--- src/rtl/jg_pkg.sv ---
package jg_pkg;
  typedef enum logic {
    MODE_RUN = 1'b0,
    MODE_JAB = 1'b1
  } jg_mode_e;
endpackage

--- src/rtl/jg_tick_timer.sv ---
// Counts ms ticks while run is high; any cycle with run low clears it.
// fire pulses on the tick that completes TARGET ticks.
module jg_tick_timer #(
  parameter int TARGET = 100
) (
  input  logic clk,
  input  logic rst_n,
  input  logic tick,
  input  logic run,
  output logic fire
);
  localparam int CW = (TARGET > 1) ? $clog2(TARGET) : 1;
  localparam logic [CW-1:0] LAST = CW'(TARGET - 1);

  logic [CW-1:0] cnt_q, cnt_d;
  logic          cnt_en;

  assign fire = run && tick && (cnt_q == LAST);

  always_comb begin
    cnt_en = 1'b0;
    cnt_d  = cnt_q;
    if (!run || fire) begin
      cnt_en = 1'b1;
      cnt_d  = '0;
    end else if (tick) begin
      cnt_en = 1'b1;
      cnt_d  = cnt_q + 1'b1;
    end
  end

  always_ff @(posedge clk or negedge rst_n) begin
    if (!rst_n)      cnt_q <= '0;
    else if (cnt_en) cnt_q <= cnt_d;
  end

  // a cycle without run leaves the count at zero
  a_r7_clear_on_stop: assert property (@(posedge clk) disable iff (!rst_n)
    !run |=> (cnt_q == '0));
  // count never passes the terminal value
  a_r1_no_overflow: assert property (@(posedge clk) disable iff (!rst_n)
    cnt_q <= LAST);
endmodule

--- src/rtl/jg_mode_fsm.sv ---
module jg_mode_fsm
  import jg_pkg::*;
(
  input  logic     clk,
  input  logic     rst_n,
  input  logic     tx_fire,
  input  logic     idle_fire,
  output jg_mode_e mode
);
  jg_mode_e mode_q, mode_d;

  always_comb begin
    mode_d = mode_q;
    case (mode_q)
      MODE_RUN: if (tx_fire)   mode_d = MODE_JAB;
      MODE_JAB: if (idle_fire) mode_d = MODE_RUN;
      default:                 mode_d = MODE_RUN;
    endcase
  end

  always_ff @(posedge clk or negedge rst_n) begin
    if (!rst_n) mode_q <= MODE_RUN;
    else        mode_q <= mode_d;
  end

  assign mode = mode_q;

  // jabber mode is held until the idle wait completes
  a_r5_hold_jab: assert property (@(posedge clk) disable iff (!rst_n)
    (mode_q == MODE_JAB && !idle_fire) |=> (mode_q == MODE_JAB));
endmodule

--- src/rtl/jg_status.sv ---
module jg_status (
  input  logic clk,
  input  logic rst_n,
  input  logic set,
  input  logic clr,
  input  logic irq_en,
  output logic stat,
  output logic irq
);
  logic stat_q, stat_d, stat_en;

  always_comb begin
    stat_en = set || clr;
    stat_d  = set;
  end

  always_ff @(posedge clk or negedge rst_n) begin
    if (!rst_n)       stat_q <= 1'b0;
    else if (stat_en) stat_q <= stat_d;
  end

  assign stat = stat_q;
  assign irq  = stat_q && irq_en;

  // status is sticky without a clear
  a_r6_sticky: assert property (@(posedge clk) disable iff (!rst_n)
    (stat_q && !clr) |=> stat_q);
  // set wins over a same-cycle clear
  a_r6_set_wins: assert property (@(posedge clk) disable iff (!rst_n)
    set |=> stat_q);
endmodule

--- src/rtl/jabber_guard.sv ---
module jabber_guard
  import jg_pkg::*;
#(
  parameter int TX_LIMIT_MS = 100,
  parameter int UNJAB_MS    = 500
) (
  input  logic clk,
  input  logic rst_n,
  input  logic ms_tick,
  input  logic tx_active,
  input  logic irq_en,
  input  logic stat_clr,
  output logic tx_en,
  output logic lpbk_en,
  output logic jab_stat,
  output logic irq
);
  localparam int TX_TARGET = TX_LIMIT_MS + 1;

  jg_mode_e mode;
  logic     tx_run, idle_run, tx_fire, idle_fire;

  assign tx_run   = tx_active  && (mode == MODE_RUN);
  assign idle_run = !tx_active && (mode == MODE_JAB);

  jg_tick_timer #(.TARGET(TX_TARGET)) u_tx_timer (
    .clk(clk), .rst_n(rst_n), .tick(ms_tick), .run(tx_run), .fire(tx_fire)
  );

  jg_tick_timer #(.TARGET(UNJAB_MS)) u_idle_timer (
    .clk(clk), .rst_n(rst_n), .tick(ms_tick), .run(idle_run), .fire(idle_fire)
  );

  jg_mode_fsm u_fsm (
    .clk(clk), .rst_n(rst_n), .tx_fire(tx_fire), .idle_fire(idle_fire), .mode(mode)
  );

  jg_status u_status (
    .clk(clk), .rst_n(rst_n), .set(tx_fire), .clr(stat_clr),
    .irq_en(irq_en), .stat(jab_stat), .irq(irq)
  );

  assign tx_en   = (mode == MODE_RUN);
  assign lpbk_en = (mode == MODE_RUN);

  // enables drop together with the status rising
  a_r3_set_on_entry: assert property (@(posedge clk) disable iff (!rst_n)
    $fell(tx_en) |-> jab_stat);
  // entry only on a tick during activity
  a_r1_entry_cause: assert property (@(posedge clk) disable iff (!rst_n)
    $fell(tx_en) |-> ($past(tx_active) && $past(ms_tick)));
  // release only after an idle cycle
  a_r5_exit_idle: assert property (@(posedge clk) disable iff (!rst_n)
    $rose(tx_en) |-> !$past(tx_active));
  // request implies enabled status
  a_r4_irq_gate: assert property (@(posedge clk) disable iff (!rst_n)
    irq |-> (jab_stat && irq_en));
endmodule

--- config.mk ---
export PLATFORM = sky130hd
export DESIGN_NAME = jabber_guard
export DESIGN_NICKNAME = d
export VERILOG_FILES = /design/src/rtl/jg_pkg.sv /design/src/rtl/jg_tick_timer.sv /design/src/rtl/jg_mode_fsm.sv /design/src/rtl/jg_status.sv /design/src/rtl/jabber_guard.sv
export SDC_FILE = /design/constraint.sdc
export NUM_CORES = 1
export LEC_CHECK = 0
export ABC_AREA = 1
export BUFFER_PORTS_ARGS = -buffer_cell sky130_fd_sc_hd__buf_4
export CORE_MARGIN = 2
export CORE_UTILIZATION = 50
export DETAILED_ROUTE_END_ITERATION = 6
export PLACE_DENSITY = 0.71
export SLEW_MARGIN = 10
export SYNTH_ARGS = -nofsm -noshare
export SYNTH_HDL_FRONTEND = slang
export SYNTH_HIERARCHICAL = 1
export SYNTH_SLANG_ARGS = --single-unit
--- constraint.sdc ---
create_clock -name clk -period 1.2 [get_ports clk]
set_input_delay 0.12 -clock clk [delete_from_list [all_inputs] [get_ports clk]]
set_output_delay 0.12 -clock clk [all_outputs]
set_load 0.01 [all_outputs]
# Word-level counts from Yosys, hierarchy flattened
# Cells that the tools add are included.
# op_classes
n_addsub	2
eq_ne	2
n_mux	10
n_bitwise	1
reduce_logical	17
# op_table
cell	n
9-bit two-way mux	2
7-bit two-way mux	2
9-bit by 1-bit adder with 9-bit output, second input constant	1
9-bit equality test, second input constant	1
7-bit by 1-bit adder with 7-bit output, second input constant	1
7-bit equality test, second input constant	1
1-bit logical AND	7
1-bit two-way mux	5
2-bit AND reduction	2
2-bit nonzero test	2
1-bit logical NOT	3
1-bit logical OR	3
1-bit case mux with 2 select lines	1
1-bit NOT	1
# word_totals
reg_bits	18
in_bits	6

# Longest topological paths before layout
# Gate-level depths: netlist (run 1).
# logic_depth
word_depth	7
mapped_depth	9
depth_no_buf	8

# Hierarchy
# The synthesis (run 1) kept the hierarchy.
# modules_own_cells
mod	instances	cells_per_inst	area_per_inst_um2	seq_area_each_um2
jg_tick_timer (u_idle_timer)	1	79	590.6	225.2
jg_tick_timer (u_tx_timer)	1	68	478.0	175.2
jg_status	1	7	47.5	25.0
jg_mode_fsm	1	6	43.8	25.0
jabber_guard	1	5	25.0	0.0

# Least setup slack after synthesis (run 1)
# OpenSTA, ideal clock, no wires.
# synth_path
kind	register to register
start	register u_fsm.mode_q, in the netlist u_fsm/mode
end	register u_idle_timer.cnt_q[6]
setup_time_ps	119
arrival_time_ps	1052
required_ps	1081
setup_slack_ps	29
stages_incl_launch_ff	8
n_path_buf	0
synth_period_minus_slack_ps	1171
cell_sequence	dfrtp_1 > inv_2 > nor2_2 > inv_1 > nor2_1 > nand4_2 > nand2_4 > nor2_1
# synth_between
elab_chain_cells	6
# synth_lines
item	line_no	text
from (decl)	jg_mode_fsm.sv:10	jg_mode_e mode_q, mode_d;
from (signal assigned)	jg_mode_fsm.sv:23	else mode_q <= mode_d;
1-bit logical AND *	jabber_guard.sv:24	assign idle_run = !tx_active && (mode == MODE_JAB);
named net idle_run	jabber_guard.sv:21	logic tx_run, idle_run, tx_fire, idle_fire;
1-bit logical AND (2 in a row)	jg_tick_timer.sv:18	assign fire = run && tick && (cnt_q == LAST);
1-bit logical OR *	jg_tick_timer.sv:23	if (!run || fire) begin
2-bit nonzero test (no line) or 1-bit two-way mux (tied branches)	n/a	
2-bit AND reduction (no line)	n/a	
to (signal assigned)	jg_tick_timer.sv:34	else if (cnt_en) cnt_q <= cnt_d;
to (decl)	jg_tick_timer.sv:15	logic [CW-1:0] cnt_q, cnt_d;
# The timed path passes the listed nets; every way through them passes the cells marked *.
# A chain may end at the register's enable or synchronous reset.

# Worst setup path after layout (run 1)
# layout_path
start	register u_tx_timer.cnt_q[0]
end	register u_tx_timer.cnt_q[3]
# layout_between
elab_chain_cells	5
# layout_lines
item	line_no
from (decl)	jg_tick_timer.sv:15
from (signal assigned)	jg_tick_timer.sv:34
parallel branches: the longest is 5 deep, another holds 7-bit by 1-bit adder with 7-bit output	n/a
# Several ways; the timed one is not identified. The select of a mux whose other input is x is not followed.

==> flow_summary.toml, run 1 <==
[sta]
timing_hold_violations_final = 0
min_period_ns = 1.21
fmaxAchievable_ghz = 0.830
post-route-period-util_pct = 100
report.final.setup_viol = 3
timing.max_slew.rel_slack_pct = 83.2
timing.final.ws_setup_ns = -0.00503
tns_ns = -0.00979
max_slew_violation_count = 0
tightestPinTransition_ns = 0.252
setup_repair_after_global_routing_missed_its_margin = "yes"
fin_skew_ns = 0.00424

[finish]
antennaDiodeCount = 0
final_layout_size_suffix_gt1_share_pct = 38.1
numnets_final = 205
multi_input_gate_area_in_the_final_layout_um2 = 722
top_library_cells_by_usage_in_the_layout_fill_and_taps_aside = "nand2_1, buf_4, inv_1"
layout.cells.most_common = "nand2_1"
layout-area-overhead-vs-synth_pct = 32.8
sequential_cell_area_um2 = 450
num-fill-cells = 175
layout.core_utilization_pct = 70.5

[power_and_ir_drop]
switching_power_uw = 263
power.share.clock_pct = 28.9
total_power_mw = 1.05
worst_ir_drop_vdd_mv = 0.548
leak_nw = 0.729
int_power_uw = 786
power.sequential.fraction_pct = 59.0
power.share.switching_pct = 25.1
powerDensity_mw_per_mm2 = 666
share_comb_of_total_power_pct = 12.1

[worst_setup_path]
worstPathMaxFanout = 4
worstSetupStartpointType = "register"
worstPathCellList = "inv_2, ha_4, nand2_2, nor2_2, nand3_2, nand2_2, nor2_2"
critPathCaptureType = "register"
critical_path_required_time_ns = 1.39
crit-reg2reg-capture = "u_tx_timer/cnt_q[3]$_DFFE_PN0P_"
crit_slowest_cell = "dfrtp_1"
rr_worst_depth = 7
worstReg2RegStart = "u_tx_timer/cnt_q[0]$_DFFE_PN0P_"
reg2reg_slack_ns = -0.005
timing.critical_path.slowest_cell_delay_ns = 0.44
timing.critical_path.arrival_ns = 1.39
worst-setup-path-type = "reg -> reg"

[route]
drtPass1Iterations = 4
dr_wl_cell_um = 13.2
route.final.wire_length_mm = 2.94
drt-initial-drc-count = 22
detail_route.vias_per_cell = 5.14
drc = 0
total_via_count_in_the_routed_design = 1142
ant_nets = 0

[status]
outcome = "finished, violations left"
violations = "negative setup slack"

[cts]
clock_latency_ns = 0.29
tritoncts.num_buffers = 3
cts-root-buf = "clkbuf_4"
worst_case_clock_buffer_depth = 2
tritoncts = "done"
clk_pin_slew_worst_setup_hold_paths_ns = 0.10
cts.sink_count = 18
cts_max_level = 1

[global_routing]
grt.met3_usage_pct = 3.43
antenna_found_initial = 0
globalRouteMet2Util_pct = 41.3
gr-usage-met1_pct = 26.1
global_route.usage.total_pct = 22.4
grt_start_max_net_pins = 20
globalRoute.totalOverflow = 0
via_count_of_the_first_global_routing_pass = 1079
global_route_wire_length_before_repair_mm = 4.53
grt-busiest-layer = "met2"

[synth]
synth_fp_nets = 174
average_cell_area_after_synthesis_um2 = 7.18
postSynthRegisterBits = 18
yosys.cell_types.count = 20
synth_sequential_area_ratio_pct = 38.0
synthesis.area_mm2 = 0.00118
syn-instance-count = 165
synth.yosys.warnings = 6

[floorplanning]
core_area_mm2 = 0.00223
die_area_mm2 = 0.00278
design.portCount = 10
floorplan.initialDensity_pct = 53.1
die_x_um = 52.7
die_height_um = 52.7
floorplan.rows = 17

[min_path]
worst_hold_launch = "stat_clr"
hold_path_depth = 4
worstHoldPathType = "in -> reg"
worstHoldEndpoint = "u_status/stat$_DFFE_PN0P_"

[placement]
place.gp.congestion = 0.821
hpwlAfterDp_mm = 1.87
port_buffers = 9

[job]
cap_viol_max_count = 0
==> synthesized netlist by cell type <==
cell | number | area [µm²]
inv_2 | 2 | 7.51
nand2_2 | 4 | 25.0
nor2_4 | 4 | 45.0
nand4_2 | 1 | 12.5
ha_1 | 3 | 37.5
nand2_1 | 44 | 165
mux2i_1 | 1 | 10.0
dfrtp_1 | 18 | 450
nor2_1 | 23 | 86.3
inv_1 | 27 | 101
nand3_2 | 2 | 20.0
nor4_1 | 1 | 6.26
nand4_1 | 6 | 37.5
xor2_1 | 4 | 35.0
nor2_2 | 5 | 31.3
nand3_1 | 13 | 65.1
a21oi_1 | 1 | 5.00
nand2_4 | 1 | 11.3
buf_2 | 2 | 10.0
buf_4 | 3 | 22.5
==> layer usage <==
layer,vias to the layer above,routed length [µm]
li1,563,-
met2,27,1590
met5,-,0
met1,542,1180
met4,0,78
met3,10,87
==> worst max-delay path by stage <==
stage,slack (ns),depth (start not counted),startpoint,end
2_1_floorplan,0.03,7,u_fsm/mode$_DFF_PN0_,u_idle_timer/cnt_q[6]$_DFFE_PN0P_
3_3_place_gp,-0.005,7,u_fsm/mode$_DFF_PN0_,u_idle_timer/cnt_q[7]$_DFFE_PN0P_
3_5_place_dp,-0.001,7,u_fsm/mode$_DFF_PN0_,u_idle_timer/cnt_q[7]$_DFFE_PN0P_
4_1_cts,-0.009,7,u_fsm/mode$_DFF_PN0_,u_idle_timer/cnt_q[7]$_DFFE_PN0P_
5_1_grt,-0.05,7,u_tx_timer/cnt_q[0]$_DFFE_PN0P_,u_tx_timer/cnt_q[2]$_DFFE_PN0P_
6_report,-0.005,7,u_tx_timer/cnt_q[0]$_DFFE_PN0P_,u_tx_timer/cnt_q[3]$_DFFE_PN0P_
==> per-stage QoR <==
stage	std cells	hold WS [ns]	area (µm²)	setup slack, ns
2_1_floorplan	165	-0.176	1180	0.0292
3_3_place_gp	209	0.00722	1350	-0.00543
3_5_place_dp	209	0.00443	1350	-0.00114
4_1_cts	218	0.0512	1440	-0.00866
5_1_grt	222	0.0770	1570	-0.0541
6_report	222	0.0730	1570	-0.00503
==> flip-flops by register name (all words and copies together), names as in the netlist <==
register            flops
u_status/stat           1
u_tx_timer/cnt_q        7
u_fsm/mode              1
u_idle_timer/cnt_q      9
==> timing repair <==
| action | in CTS | in global routing |
|---|---|---|
| gates resized for setup | 8 | 27 |
| gates cloned | 1 | 0 |
| setup endpoints to repair | 12 | 18 |
| pin swaps | 7 | 18 |
| buffers inserted | 4 | 4 |
| hold buffers | 1 | 0 |
| hold endpoints to repair | 18 | 0 |
==> logic make-up after synthesis <==
family                   after synthesis  share of synthesized area, %
AND/OR/NAND/NOR                      104                          42.7
buffers and inverters                 34                          11.9
flip-flops                            18                          38.0
XOR/XNOR                               4                          2.96
adder cells (fa/ha/maj)                3                          3.17
AO/OA/AOI/OAI                          1                         0.422
multiplexers                           1                         0.845
==> final cells by class <==
cell class | instances | area share [%]
Sequential cell | 18 | 28.6
Inverter | 29 | 6.92
Tap cell | 28 | 2.23
Clock buffer | 3 | 1.43
Multi-Input combinational cell | 114 | 45.9
Timing Repair Buffer | 30 | 14.9
==> power by group through the flow <==
| stage | Clock, mW | Sequential, mW | Combinational, mW |
|---|---|---|---|
| finish | 0.303 | 0.619 | 0.127 |
| global placement | 0 | 0.629 | 0.0833 |
| global route | 0.344 | 0.620 | 0.139 |
| floorplan | 0 | 0.629 | 0.0426 |
| detailed placement | 0 | 0.629 | 0.0862 |
| CTS | 0.312 | 0.618 | 0.108 |
==> worst max-delay path: cells and delay by family, from the launching register on <==
kind | cells | cell delay [ns]
flip-flops | 1 | 0.44
AND/OR/NAND/NOR | 5 | 0.40
adder cells (fa/ha/maj) | 1 | 0.14
buffers and inverters | 1 | 0.11
No activity file was read; power rests on OpenSTA's default activity.
==> run 2: changes to the inputs <==
- GPL_TIMING_DRIVEN: not set -> 0
==> flow_summary.toml, run 2 (same netlist as run 1, synthesis figures left out) <==
[worst_setup_path]
critical-path-top-delay-family = "simple AND/OR/NAND/NOR gates"
timing.critical_path.arrival_ns = 1.47
crit_top_cell = "nand2_1"
rr_worst_depth = 6
timing.critical_path.slowest_cell_delay_ns = 0.46
crit-reg2reg-capture = "u_fsm/mode$_DFF_PN0_"
worstReg2RegStart = "u_idle_timer/cnt_q[2]$_DFFE_PN0P_"
worst-setup-path-type = "reg -> reg"
worstPathMaxFanout = 4
reg2reg_slack_ns = -0.07
worstPathCellList = "nor2_4, nand3_2, nor4_4, inv_1, nand2_1, nand2_1"
critical_path_required_time_ns = 1.40
number_of_buffers_and_inverters_on_the_critical_path = 1
critPathCaptureType = "register"
crit_slowest_cell = "dfrtp_2"
worstSetupStartpointType = "register"

[placement]
hpwlAfterDp_mm = 1.65
dpl_cell_area_mm2 = 0.00129
place.gp.congestion = 0.842
placedCellCount = 202
port_buffers = 9

[route]
detail_route.wirelength.met1_mm = 1.27
drtPass1Iterations = 4
total_via_count_in_the_routed_design = 1129
wl_met2_mm = 1.47
ant_nets = 0
drc = 0
detail_route.vias_per_cell = 4.95
detailroute.wirelength.met3_um = 61
route.final.wire_length_mm = 2.87
drt-initial-drc-count = 14
dr_wl_cell_um = 12.6
routed.top_layer = "met4"

[sta]
max_slew_violation_count = 0
fmaxAchievable_ghz = 0.787
min_period_ns = 1.27
report.final.setup_viol = 11
timing.max_slew.rel_slack_pct = 83.5
timing.final.ws_setup_ns = -0.0708
tightestPinTransition_ns = 0.248
fin_skew_ns = 0.00114
setup_repair_after_global_routing_missed_its_margin = "yes"
post-route-period-util_pct = 106
timing_hold_violations_final = 0

[global_routing]
via_count_of_the_first_global_routing_pass = 1014
globalRoute.totalOverflow = 0
antenna_found_initial = 0
global_route_wire_length_before_repair_mm = 4.35
grt_start_max_net_pins = 19
global_route.usage.total_pct = 21.4

[cts]
cts_max_level = 1
clock_latency_ns = 0.29
worst_case_clock_buffer_depth = 2
tritoncts = "done"
cts.sink_count = 18
clk_pin_slew_worst_setup_hold_paths_ns = 0.11
cts-root-buf = "clkbuf_4"
tritoncts.num_buffers = 3

[min_path]
worstHoldEndpoint = "u_status/stat$_DFFE_PN0P_"
worst_hold_launch = "stat_clr"
worstHoldPathType = "in -> reg"
hold_path_depth = 4

[floorplanning]
core_area_mm2 = 0.00223
floorplan.initialDensity_pct = 53.1
die_x_um = 52.7
design.portCount = 10
floorplan.rows = 17
die_height_um = 52.7
die_area_mm2 = 0.00278

[power_and_ir_drop]
worst_ir_drop_vdd_mv = 0.618
powerDensity_mw_per_mm2 = 679
leak_nw = 0.752

[finish]
top_library_cells_by_usage_in_the_layout_fill_and_taps_aside = "nand2_1, buf_4, inv_1"
num-fill-cells = 159
top_flop_regs = "u_idle_timer/cnt_q: 9 flops, u_tx_timer/cnt_q: 7 flops"
antennaDiodeCount = 0
largest_register_ff_count = 9
final_layout_size_suffix_gt1_share_pct = 41.5
final_area_mm2 = 0.00166
regMostFlops = "u_idle_timer/cnt_q"
numnets_final = 210
post_layout_nonfiller_instances = 228
layout.cells.most_common = "nand2_1"
layout-area-overhead-vs-synth_pct = 39.8

[job]
cap_viol_max_count = 0

[status]
outcome = "finished, violations left"
violations = "negative setup slack"
-- run 2: final cells by class --
class / count / area, µm² / share of cell area, %
multi-input cells: 114 / 753 / 45.5
flip-flops and latches: 18 / 453 / 27.3
repair buffers: 31 / 243 / 14.7
inverters: 29 / 109 / 6.57
clock buffers: 4 / 36.3 / 2.19
well taps: 28 / 35.0 / 2.11
plain buffers: 4 / 27.5 / 1.66
-- run 2: what timing repair did --
item	CTS	global route
hold buffers	1	0
endpoints found under the setup margin	16	17
resized for setup	14	27
pin swaps	14	19
buffers inserted	8	14
gates cloned	1	0
endpoints found under the hold margin	18	0
-- run 2: worst register-to-register path: stages, from the launching register on --
cell     delay [ns]
dfrtp_2        0.46
nor2_4         0.12
nand3_2        0.12
nor4_4         0.29
inv_1          0.08
nand2_1        0.06
nand2_1        0.05
-- run 2: worst max path at each step --
stage / to / from / depth (start not counted) / slack (ns)
final: u_fsm/mode$_DFF_PN0_ / u_idle_timer/cnt_q[2]$_DFFE_PN0P_ / 6 / -0.07
after global routing: u_fsm/mode$_DFF_PN0_ / u_idle_timer/cnt_q[2]$_DFFE_PN0P_ / 6 / -0.14
after CTS: u_tx_timer/cnt_q[2]$_DFFE_PN0P_ / u_fsm/mode$_DFF_PN0_ / 7 / -0.04
after detailed placement: u_tx_timer/cnt_q[3]$_DFFE_PN0P_ / u_fsm/mode$_DFF_PN0_ / 7 / -0.14
after global placement: u_fsm/mode$_DFF_PN0_ / u_idle_timer/cnt_q[1]$_DFFE_PN0P_ / 6 / -0.11
after floorplan: u_idle_timer/cnt_q[6]$_DFFE_PN0P_ / u_fsm/mode$_DFF_PN0_ / 7 / 0.03
-- run 2: metal layers --
metal | vias up | track usage [%]
met5 | - | 0
met2 | 16 | 37.5
met4 | 0 | 8.97
met1 | 533 | 25.7
li1 | 574 | -
met3 | 6 | 3.43
-- run 2: where the power goes --
part,internal (mW),switching [mW],total [mW]
clock,0.185,0.199,0.384
combinational,0.0552,0.0678,0.123
sequential,0.612,0.00599,0.618
-- run 2: stage by stage --
step                      TNS [ns]  util [%]  setup slack [ns]  hold slack [ns]  power (mW)
after CTS                   -0.243      64.7           -0.0374           0.0312        1.13
after floorplan                  0         -            0.0292           -0.176       0.672
after global placement      -0.796      57.6            -0.113          0.00721       0.706
final                       -0.282      74.2           -0.0708           0.0491        1.13
after detailed placement     -1.55      57.6            -0.143          0.00789       0.710
after global routing         -1.33      74.2            -0.143           0.0514        1.18
==> run 3: changes to the inputs <==
- CORE_ASPECT_RATIO: not set -> 1.75
- CORE_MARGIN: 2 -> not set
- SKIP_CTS_REPAIR_TIMING: not set -> 1
==> flow_summary.toml, run 3 (same netlist as run 1, synthesis figures left out) <==
[status]
outcome = "finished, violations left"
violations = "negative setup slack"

[sta]
timing_hold_violations_final = 0
post-route-period-util_pct = 104
tightestPinTransition_ns = 0.276
max_slew_violation_count = 0
report.final.setup_viol = 6
min_period_ns = 1.25
setup_repair_after_global_routing_missed_its_margin = "yes"
timing.max_slew.rel_slack_pct = 81.4
timing.final.ws_setup_ns = -0.0520
fmaxAchievable_ghz = 0.799
fin_skew_ns = 0.00122

[worst_setup_path]
worst-setup-path-type = "reg -> reg"
critPathCaptureType = "register"
worstSetupStartpointType = "register"
worstPathMaxFanout = 5
timing.critical_path.arrival_ns = 1.40
critical_path_required_time_ns = 1.35

[finish]
top_flop_regs = "u_idle_timer/cnt_q: 9 flops, u_tx_timer/cnt_q: 7 flops"
layout.core_utilization_pct = 65.2
multi_input_gate_area_in_the_final_layout_um2 = 649
num-fill-cells = 187
layout.cells.most_common = "nand2_1"
final_area_mm2 = 0.00148
largest_register_ff_count = 9
top_library_cells_by_usage_in_the_layout_fill_and_taps_aside = "nand2_1, buf_4, inv_1"
regMostFlops = "u_idle_timer/cnt_q"
antennaDiodeCount = 0
numnets_final = 200
final_layout_size_suffix_gt1_share_pct = 32.1
layout-area-overhead-vs-synth_pct = 25.1
sequential_cell_area_um2 = 450
post_layout_nonfiller_instances = 215

[cts]
tritoncts = "done"
clk_pin_slew_worst_setup_hold_paths_ns = 0.07
cts.sink_count = 18
cts_max_level = 1
clock_latency_ns = 0.25
worst_case_clock_buffer_depth = 2
cts-root-buf = "clkbuf_8"
tritoncts.num_buffers = 3

[placement]
dpl_cell_area_mm2 = 0.00128
hpwlAfterDp_mm = 1.74
placedCellCount = 199
port_buffers = 9
place.gp.congestion = 0.752

[floorplanning]
die_height_um = 66.4
floorplan.initialDensity_pct = 52.1
die_area_mm2 = 0.00258
design.portCount = 10
core_area_mm2 = 0.00227
floorplan.rows = 23
die_x_um = 38.8

[route]
drc = 0
detail_route.vias_per_cell = 4.95
drtPass1Iterations = 4
route.final.wire_length_mm = 2.58
total_via_count_in_the_routed_design = 1064
ant_nets = 0
dr_wl_cell_um = 12.0
drt-initial-drc-count = 38

[power_and_ir_drop]
total_power_mw = 1.22
powerDensity_mw_per_mm2 = 821
leak_nw = 0.679
worst_ir_drop_vdd_mv = 0.629

[global_routing]
globalRoute.totalOverflow = 0
grt_start_max_net_pins = 19
via_count_of_the_first_global_routing_pass = 894
global_route.usage.total_pct = 21.0
global_route_wire_length_before_repair_mm = 3.72
antenna_found_initial = 0

[job]
cap_viol_max_count = 0

[min_path]
worstHoldPathType = "in -> reg"
run 3: area by class of cell:
| cell class | count | area share [%] |
|---|---|---|
| plain buffers | 5 | 2.36 |
| clock buffers | 4 | 3.71 |
| inverters | 29 | 7.34 |
| multi-input cells | 114 | 43.8 |
| flip-flops and latches | 18 | 30.4 |
| well taps | 25 | 2.11 |
| repair buffers | 20 | 10.3 |
run 3: layer usage:
layer / wire, µm / part of all wire, % / global-route usage, %
met5: 0 / 0 / 0
met4: 36 / 1.4 / 11.6
met3: 21 / 0.81 / 2.02
met2: 1460 / 56 / 37.5
met1: 1070 / 41 / 22.2
run 3: worst paths after layout:
| check | start | end | slack, ns | cells past startpoint |
|---|---|---|---|---|
| min in group asynchronous | rst_n | u_idle_timer/cnt_q[2]$_DFFE_PN0P_ | 0.28 | 2 |
| max in group asynchronous | rst_n | u_tx_timer/cnt_q[1]$_DFFE_PN0P_ | 0.73 | 2 |
| max reg2reg | u_idle_timer/cnt_q[2]$_DFFE_PN0P_ | u_fsm/mode$_DFF_PN0_ | -0.05 | 6 |
| min | stat_clr | u_status/stat$_DFFE_PN0P_ | 0.1 | 4 |
| max | u_idle_timer/cnt_q[2]$_DFFE_PN0P_ | u_fsm/mode$_DFF_PN0_ | -0.05 | 6 |
| min reg2reg | u_status/stat$_DFFE_PN0P_ | u_status/stat$_DFFE_PN0P_ | 0.51 | 2 |
run 3: worst max-delay path, stage by stage, from the launching register on:
cell and delay [ns]:
dfrtp_1 0.45, nor2_2 0.20, nand3_1 0.10, nor4_1 0.22
inv_1 0.07, nand2_1 0.06, nand2_1 0.05
run 3: report_power, final:
part | switching (mW) | internal [mW] | total [mW] | leakage, nW
Combinational | 0.0568 | 0.0468 | 0.104 | 0.400
Clock | 0.203 | 0.291 | 0.494 | 0.0288
Sequential | 0.00776 | 0.612 | 0.620 | 0.250
run 3: through the flow:
stage	hold WS [ns]	TNS (ns)	setup slack [ns]
3_5_place_dp	0.00519	-1.07	-0.107
3_3_place_gp	0.00698	-0.690	-0.0818
4_1_cts	-0.273	-1.31	-0.125
6_report	0.0953	-0.206	-0.0520
2_1_floorplan	-0.176	0	0.0292
5_1_grt	0.108	-1.44	-0.148
